==> src/rtl/tiny16_pkg.sv <==
// tiny16_pkg: shared sizes, operation codes, sequencer states and the
// decoded-instruction record for the compact 16-bit core.
// Assumes a fixed 16-bit instruction word with the opcode in bits [15:12].
package tiny16_pkg;

    localparam int XLEN  = 16;              // datapath width
    localparam int ILEN  = 16;              // instruction width
    localparam int NREG  = 8;               // architectural registers
    localparam int RIDX  = $clog2(NREG);    // register index width
    localparam int OPW   = 4;               // opcode width
    localparam int J_LEN = 12;              // jump field width

    typedef enum logic [OPW-1:0] {
        OP_MOV  = 4'd0,
        OP_ADD  = 4'd1,
        OP_SUB  = 4'd2,
        OP_OR   = 4'd3,
        OP_AND  = 4'd4,
        OP_MOVI = 4'd5,
        OP_ADDI = 4'd6,
        OP_SUBI = 4'd7,
        OP_LW   = 4'd8,
        OP_SW   = 4'd9,
        OP_BEZ  = 4'd10,
        OP_JMP  = 4'd11
    } opcode_e;

    typedef enum logic [1:0] {
        ST_FETCH  = 2'd0,
        ST_DECODE = 2'd1,
        ST_EXEC   = 2'd2,
        ST_LOAD   = 2'd3
    } state_e;

    typedef struct packed {
        logic [OPW-1:0]   op;
        logic [RIDX-1:0]  rd;
        logic [RIDX-1:0]  rs;
        logic [XLEN-1:0]  imm_s;    // sign-extended bits [5:0]
        logic [XLEN-1:0]  imm_m;    // sign-extended bits [8:0]
        logic [J_LEN-1:0] imm_j;    // bits [11:0]
        logic             is_alu;
        logic             is_ld;
        logic             is_st;
        logic             is_br;
        logic             is_jmp;
    } dec_t;

endpackage

==> src/rtl/tiny16_decode.sv <==
// tiny16_decode: splits a latched instruction word into its fields and
// class flags. Purely combinational. Opcodes 12..15 raise no class flag,
// which makes them no-ops in the sequencer.
module tiny16_decode
    import tiny16_pkg::*;
(
    input  logic [ILEN-1:0] insn,
    output dec_t            dec
);

    localparam int S_W = 6;     // short immediate width
    localparam int M_W = 9;     // medium immediate width

    // field extraction and class decode
    always_comb begin
        dec.op     = insn[ILEN-1 -: OPW];
        dec.rd     = insn[11:9];
        dec.rs     = insn[8:6];
        dec.imm_s  = {{(XLEN-S_W){insn[S_W-1]}}, insn[S_W-1:0]};
        dec.imm_m  = {{(XLEN-M_W){insn[M_W-1]}}, insn[M_W-1:0]};
        dec.imm_j  = insn[J_LEN-1:0];
        dec.is_alu = (insn[ILEN-1 -: OPW] <= OP_SUBI);
        dec.is_ld  = (insn[ILEN-1 -: OPW] == OP_LW);
        dec.is_st  = (insn[ILEN-1 -: OPW] == OP_SW);
        dec.is_br  = (insn[ILEN-1 -: OPW] == OP_BEZ);
        dec.is_jmp = (insn[ILEN-1 -: OPW] == OP_JMP);
    end

endmodule

==> src/rtl/tiny16_regfile.sv <==
// tiny16_regfile: general-purpose register array with one write port and
// two combinational read ports. All registers clear on synchronous
// active-low reset. Assumes at most one write per cycle.
module tiny16_regfile #(
    parameter int W  = 16,
    parameter int N  = 8,
    parameter int AW = $clog2(N)
) (
    input  logic          clk,
    input  logic          rst_n,
    input  logic          we,
    input  logic [AW-1:0] waddr,
    input  logic [W-1:0]  wdata,
    input  logic [AW-1:0] raddr_a,
    output logic [W-1:0]  rdata_a,
    input  logic [AW-1:0] raddr_b,
    output logic [W-1:0]  rdata_b
);

    logic [W-1:0] view [N];

    for (genvar g = 0; g < N; g++) begin : g_reg
        logic [W-1:0] val_q;

        // hold one register, cleared on reset, loaded when addressed
        always_ff @(posedge clk) begin
            if (!rst_n) begin
                val_q <= '0;
            end else if (we && (waddr == AW'(g))) begin
                val_q <= wdata;
            end
        end

        assign view[g] = val_q;
    end

    assign rdata_a = view[raddr_a];
    assign rdata_b = view[raddr_b];

endmodule

==> src/rtl/tiny16_alu.sv <==
// tiny16_alu: arithmetic and logic for register-register and
// register-immediate operations. The immediate forms take the
// sign-extended immediate in place of the second register.
module tiny16_alu
    import tiny16_pkg::*;
#(
    parameter int W = XLEN
) (
    input  logic [OPW-1:0] op,
    input  logic [W-1:0]   a,
    input  logic [W-1:0]   b_reg,
    input  logic [W-1:0]   imm,
    output logic [W-1:0]   y
);

    logic [W-1:0] b;

    // select the second operand by instruction form
    always_comb begin
        b = ((op == OP_MOVI) || (op == OP_ADDI) || (op == OP_SUBI)) ? imm : b_reg;
    end

    // compute the result, wrapping modulo 2^W
    always_comb begin
        case (op)
            OP_MOV, OP_MOVI: y = b;
            OP_ADD, OP_ADDI: y = a + b;
            OP_SUB, OP_SUBI: y = a - b;
            OP_OR:           y = a | b;
            OP_AND:          y = a & b;
            default:         y = a;
        endcase
    end

endmodule

==> src/rtl/tiny16_core.sv <==
// tiny16_core: multi-cycle in-order core. Each instruction passes through
// fetch, decode and execute; a load adds a write-back cycle. Both memories
// answer one cycle after the request. The PC is updated in the execute
// cycle of every instruction. Assumes XLEN = 16, matching the jump format.
module tiny16_core
    import tiny16_pkg::*;
#(
    parameter int DW = XLEN,
    parameter int NR = NREG
) (
    input  logic          clk,
    input  logic          rst_n,
    output logic [DW-1:0] imem_addr,
    input  logic [ILEN-1:0] imem_rdata,
    output logic          dmem_en,
    output logic          dmem_we,
    output logic [DW-1:0] dmem_addr,
    output logic [DW-1:0] dmem_wdata,
    input  logic [DW-1:0] dmem_rdata
);

    localparam int RA     = $clog2(NR);
    localparam int KEEP_H = DW - J_LEN - 1;    // PC bits kept by a jump

    state_e          state_q;
    logic [DW-1:0]   pc_q;
    logic [ILEN-1:0] ir_q;
    dec_t            dec;
    logic [DW-1:0]   ra, rb, alu_y, eff_addr;
    logic [DW-1:0]   pc_seq, br_tgt, jmp_tgt, pc_next;
    logic            rf_we;
    logic [DW-1:0]   rf_wdata;

    tiny16_decode u_dec (
        .insn (ir_q),
        .dec  (dec)
    );

    tiny16_regfile #(.W(DW), .N(NR), .AW(RA)) u_rf (
        .clk     (clk),
        .rst_n   (rst_n),
        .we      (rf_we),
        .waddr   (dec.rd),
        .wdata   (rf_wdata),
        .raddr_a (dec.rd),
        .rdata_a (ra),
        .raddr_b (dec.rs),
        .rdata_b (rb)
    );

    tiny16_alu #(.W(DW)) u_alu (
        .op    (dec.op),
        .a     (ra),
        .b_reg (rb),
        .imm   (dec.imm_m),
        .y     (alu_y)
    );

    // next-PC candidates and selection
    always_comb begin
        pc_seq  = pc_q + DW'(2);
        br_tgt  = pc_seq + (dec.imm_s << 1);
        jmp_tgt = {pc_q[DW-1 -: KEEP_H], dec.imm_j, 1'b0};
        if (dec.is_jmp) begin
            pc_next = jmp_tgt;
        end else if (dec.is_br && (ra == rb)) begin
            pc_next = br_tgt;
        end else begin
            pc_next = pc_seq;
        end
    end

    // register write-back source and enable
    always_comb begin
        rf_we    = ((state_q == ST_EXEC) && dec.is_alu) || (state_q == ST_LOAD);
        rf_wdata = (state_q == ST_LOAD) ? dmem_rdata : alu_y;
    end

    // data-memory request, issued only in the execute cycle
    always_comb begin
        eff_addr   = rb + dec.imm_s;
        dmem_en    = (state_q == ST_EXEC) && (dec.is_ld || dec.is_st);
        dmem_we    = (state_q == ST_EXEC) && dec.is_st;
        dmem_addr  = eff_addr & ~DW'(1);
        dmem_wdata = ra;
        imem_addr  = pc_q;
    end

    // sequencer, PC and instruction register
    always_ff @(posedge clk) begin
        if (!rst_n) begin
            state_q <= ST_FETCH;
            pc_q    <= '0;
            ir_q    <= '0;
        end else begin
            case (state_q)
                ST_FETCH:  state_q <= ST_DECODE;
                ST_DECODE: begin
                    ir_q    <= imem_rdata;
                    state_q <= ST_EXEC;
                end
                ST_EXEC: begin
                    pc_q    <= pc_next;
                    state_q <= dec.is_ld ? ST_LOAD : ST_FETCH;
                end
                default:   state_q <= ST_FETCH;
            endcase
        end
    end

endmodule

==> config.mk <==
export PLATFORM = sky130hd
export DESIGN_NAME = tiny16_core
export DESIGN_NICKNAME = d
export VERILOG_FILES = /design/src/rtl/tiny16_pkg.sv /design/src/rtl/tiny16_decode.sv /design/src/rtl/tiny16_regfile.sv /design/src/rtl/tiny16_alu.sv /design/src/rtl/tiny16_core.sv
export SDC_FILE = /design/constraint.sdc
export NUM_CORES = 1
export LEC_CHECK = 0
export BUFFER_PORTS_ARGS = -buffer_cell sky130_fd_sc_hd__buf_2
export CORE_UTILIZATION = 50
export CTS_BUF_LIST = sky130_fd_sc_hd__clkbuf_8 sky130_fd_sc_hd__clkbuf_16
export DETAILED_ROUTE_END_ITERATION = 8
export HOLD_SLACK_MARGIN = 0.15
export PLACE_DENSITY = 0.68
export SLEW_MARGIN = 5
export SYNTH_ARGS = -nofsm -noshare
export SYNTH_HDL_FRONTEND = slang
export SYNTH_SLANG_ARGS = --single-unit
==> constraint.sdc <==
create_clock -name clk -period 6.2 [get_ports clk]
set_clock_uncertainty 0.2 [all_clocks]
set_input_delay 1.24 -clock clk [delete_from_list [all_inputs] [get_ports clk]]
set_output_delay 1.24 -clock clk [all_outputs]
set_load 0.005 [all_outputs]
==> impl_metrics.json <==
{
  "synthAdderAreaFrac": 0.0576,
  "p_per_area_nw_per_um2": 234,
  "first_iter_violations": 1284,
  "synth_compound_area_frac": 0.190,
  "synth_area_per_cell_um2": 7.96,
  "dp_slack_ns": 0.649,
  "row_count": 55,
  "fin_crit_sh": 0.949,
  "dp_hpwl_um": 26100,
  "slew_viol_final": 0,
  "initial_core_util": 0.508,
  "synth-seq-cells": 161,
  "fin_crit_ns": 5.88,
  "die_area_um2": 23500,
  "grt_pass1_wl_um": 56600,
  "diodes": 0,
  "ctsResizeCount": 0,
  "clock_sinks": 161,
  "wl_per_cell_um": 20.5,
  "synth_xor_area_frac": 0.0626,
  "r2r_cells": 15,
  "worstHoldPathType": "reg -> reg",
  "hold_depth": 2,
  "rrSetupSlack_ns": 0.69,
  "hold_end": "u_rf.g_reg[6].val_q[3]",
  "fillers": 2142,
  "r2r-start": "ir_q[6]",
  "placed_cell_area_um2": 12000,
  "synthSimpleGateAreaFrac": 0.205,
  "ys_types": 73,
  "fmax_mhz": 170,
  "top_level_ports": 84,
  "synth-edff-count": 0,
  "tightest_slew_ns": 1.27,
  "h-tree-depth": 4,
  "cts-root-buf": "clkbuf_16",
  "yosysTopAreaCell": "dfxtp_1",
  "synth_common_cells": "285 x nand2_1, 161 x dfxtp_1, 158 x a21oi_1",
  "r2r_end": "u_rf.g_reg[3].val_q[10]",
  "grt_pass1_vias": 10170,
  "die_w_um": 153,
  "maxCapViolCount": 0,
  "layout.nets": 1562,
  "synthFlopType": "dfxtp_1",
  "detail_route.first_pass.iterations": 5,
  "post-route-util": 0.559,
  "setup_violations": 0,
  "crit_path_end_kind": "output port",
  "status": "complete, no violations",
  "syn-cell-area_um2": 11500,
  "fin_area_um2": 12600,
  "grt_antenna_before_repair": 0,
  "post_cts_buffers": 0,
  "grt_use_total": 0.310,
  "highest-signal-layer": "met4",
  "synth_top_area_frac": 0.281,
  "startpoint_type": "flop",
  "relSlewSlack": 0.153,
  "hold_viol": 0,
  "synth_top_family_by_area": "simple AND/OR/NAND/NOR gates",
  "synth_area_leaders": "dfxtp_1 28%, mux4_2 10%, nand2_1 9.3%, a21oi_1 6.9%, ha_1 5.2%",
  "drive_above_1_share": 0.151,
  "yosysWarnings": 0,
  "clock_latency_ns": 0.44,
  "rsz0062_at_grt": "false",
  "ys_seq_area_frac": 0.281,
  "globalplace.congestion": 0.978,
  "cts_buffer_depth": 2,
  "cts_hold_buf": 0,
  "finalSetupTns_ns": 0,
  "clkTransAtPathRegs_ns": 0.07,
  "synthToLayoutAreaGrowth_pct": 10.1,
  "grt_start_max_net_pins": 91,
  "crit_type": "reg -> out",
  "wl_met1_um": 15300,
  "min_from": "u_rf.g_reg[6].val_q[3]",
  "yosys.cell_count.top_type": "nand2_1",
  "cpPeakStageDelay_ns": 0.53,
  "synthCells": 1440,
  "crit_slowest_cell": "mux4_2",
  "cts_tree": "built",
  "die_h_um": 153,
  "io_buffers": 81,
  "cp_top_family": "compound AO/OA/AOI/OAI gates",
  "vdd_drop_max_mv": 0.130,
  "cp_max_fo": 6,
  "antenna_left": 0,
  "crit_chain": "mux4_2 > mux2i_4 > inv_1 > ha_1 > and2_1 > a41oi_1 > o21ai_0 > a41o_1 > o21a_1 > o41a_1 > o41ai_1 > o21bai_1 > a21oi_1 > xnor2_1 > buf_2",
  "overflow": 0,
  "detailroute.wirelength.met2_um": 16700,
  "fin_ws_ns": 0.318,
  "critical_path_required_ns": 4.76,
  "vias_per_cell": 6.21,
  "cp_data_arrival_time_ns": 4.44,
  "synth_async_sr_flop_share": 0,
  "wl_met3_um": 3170,
  "wl_um": 36300,
  "leakage_nw": 4.91,
  "vias": 11017,
  "muxShareOfSynthArea": 0.152,
  "cp.buffers_inverters": 2,
  "core_area_um2": 22600,
  "numCtsBuffers": 17,
  "drc": 0
}
## cell families after synthesis
logic type,Yosys count
and+or+nand+nor,530
AOI/OAI and AO/OA,372
DFF,161
buffers and inverters,137
muxes,106
xor gates and xnor gates,82
adders and majority gates,51
other,1
## state kept, by name, indices dropped and copies added (netlist names)
name,count
ir_q,16
state_q,2
imem_addr,15
u_rf.g.val_q,128
## per-layer routing
| metal | vias to the layer above | GRT usage |
|---|---|---|
| met5 | - | 0 |
| met2 | 510 | 0.500 |
| met1 | 5254 | 0.425 |
| met4 | 0 | 0.120 |
| li1 | 5176 | - |
| met3 | 77 | 0.0363 |
## worst min-delay path: cells and delay by family (launching register included)
kind | cells | cell delay (ns)
flops | 1 | 0.32
simple gates | 1 | 0.05
compound gates | 1 | 0.05
## worst max-delay path by stage
stage	end	slack (ns)	start	cells after the start
2_1_floorplan	dmem_addr[15]	1.19	ir_q[8]	15
6_report	dmem_addr[15]	0.32	ir_q[8]	15
3_5_place_dp	u_rf.g_reg[1].val_q[12]	0.65	ir_q[7]	23
5_1_grt	dmem_addr[14]	0.02	ir_q[8]	18
3_3_place_gp	dmem_addr[15]	0.81	ir_q[8]	15
4_1_cts	dmem_addr[15]	0.32	ir_q[8]	15
## stage by stage
| step | power, W | hold slack, ns | cells |
|---|---|---|---|
| floorplan | 0.00168 | 0.243 | 1441 |
| global placement | 0.00189 | 0.250 | 1743 |
| detailed placement | 0.00190 | 0.259 | 1743 |
| CTS | 0.00293 | 0.268 | 1775 |
| global route | 0.00307 | 0.291 | 1775 |
| finish | 0.00295 | 0.270 | 1775 |
## report_power, final
part	internal [W]	switching, W
clock	0.000542	0.000506
sequential	0.00105	0.0000363
combinational	0.000313	0.000502
total	0.00190	0.00104
## area by class of cell
cell class / count / area [µm²] / area share
timing repair buffer: 111 / 634 / 0.0502
clock buffer: 17 / 425 / 0.0337
clock inverter: 15 / 159 / 0.0126
sequential: 161 / 3230 / 0.256
tap: 285 / 357 / 0.0282
inverter: 43 / 163 / 0.0129
multi-input combinational: 1143 / 7660 / 0.607
## cells in the final DEF (no fill, tap or decap), types with 9 or more instances in the layout
master and count:
a211oi_1 10, a21oi_1 158, a22oi_1 9, a31oi_1 11
and2_1 23, buf_2 81, buf_4 29, clkbuf_16 17
dfxtp_1 156, ha_1 48, inv_1 40, mux2i_1 44
mux4_2 52, nand2_1 285, nand2b_1 16, nand3_1 58
nor2_1 71, nor2b_1 13, nor3_1 22, o211ai_1 9
o21ai_0 100, o21ai_1 10, xnor2_1 59, xor2_1 23
Note: power is estimated with default switching activity, not from simulation.
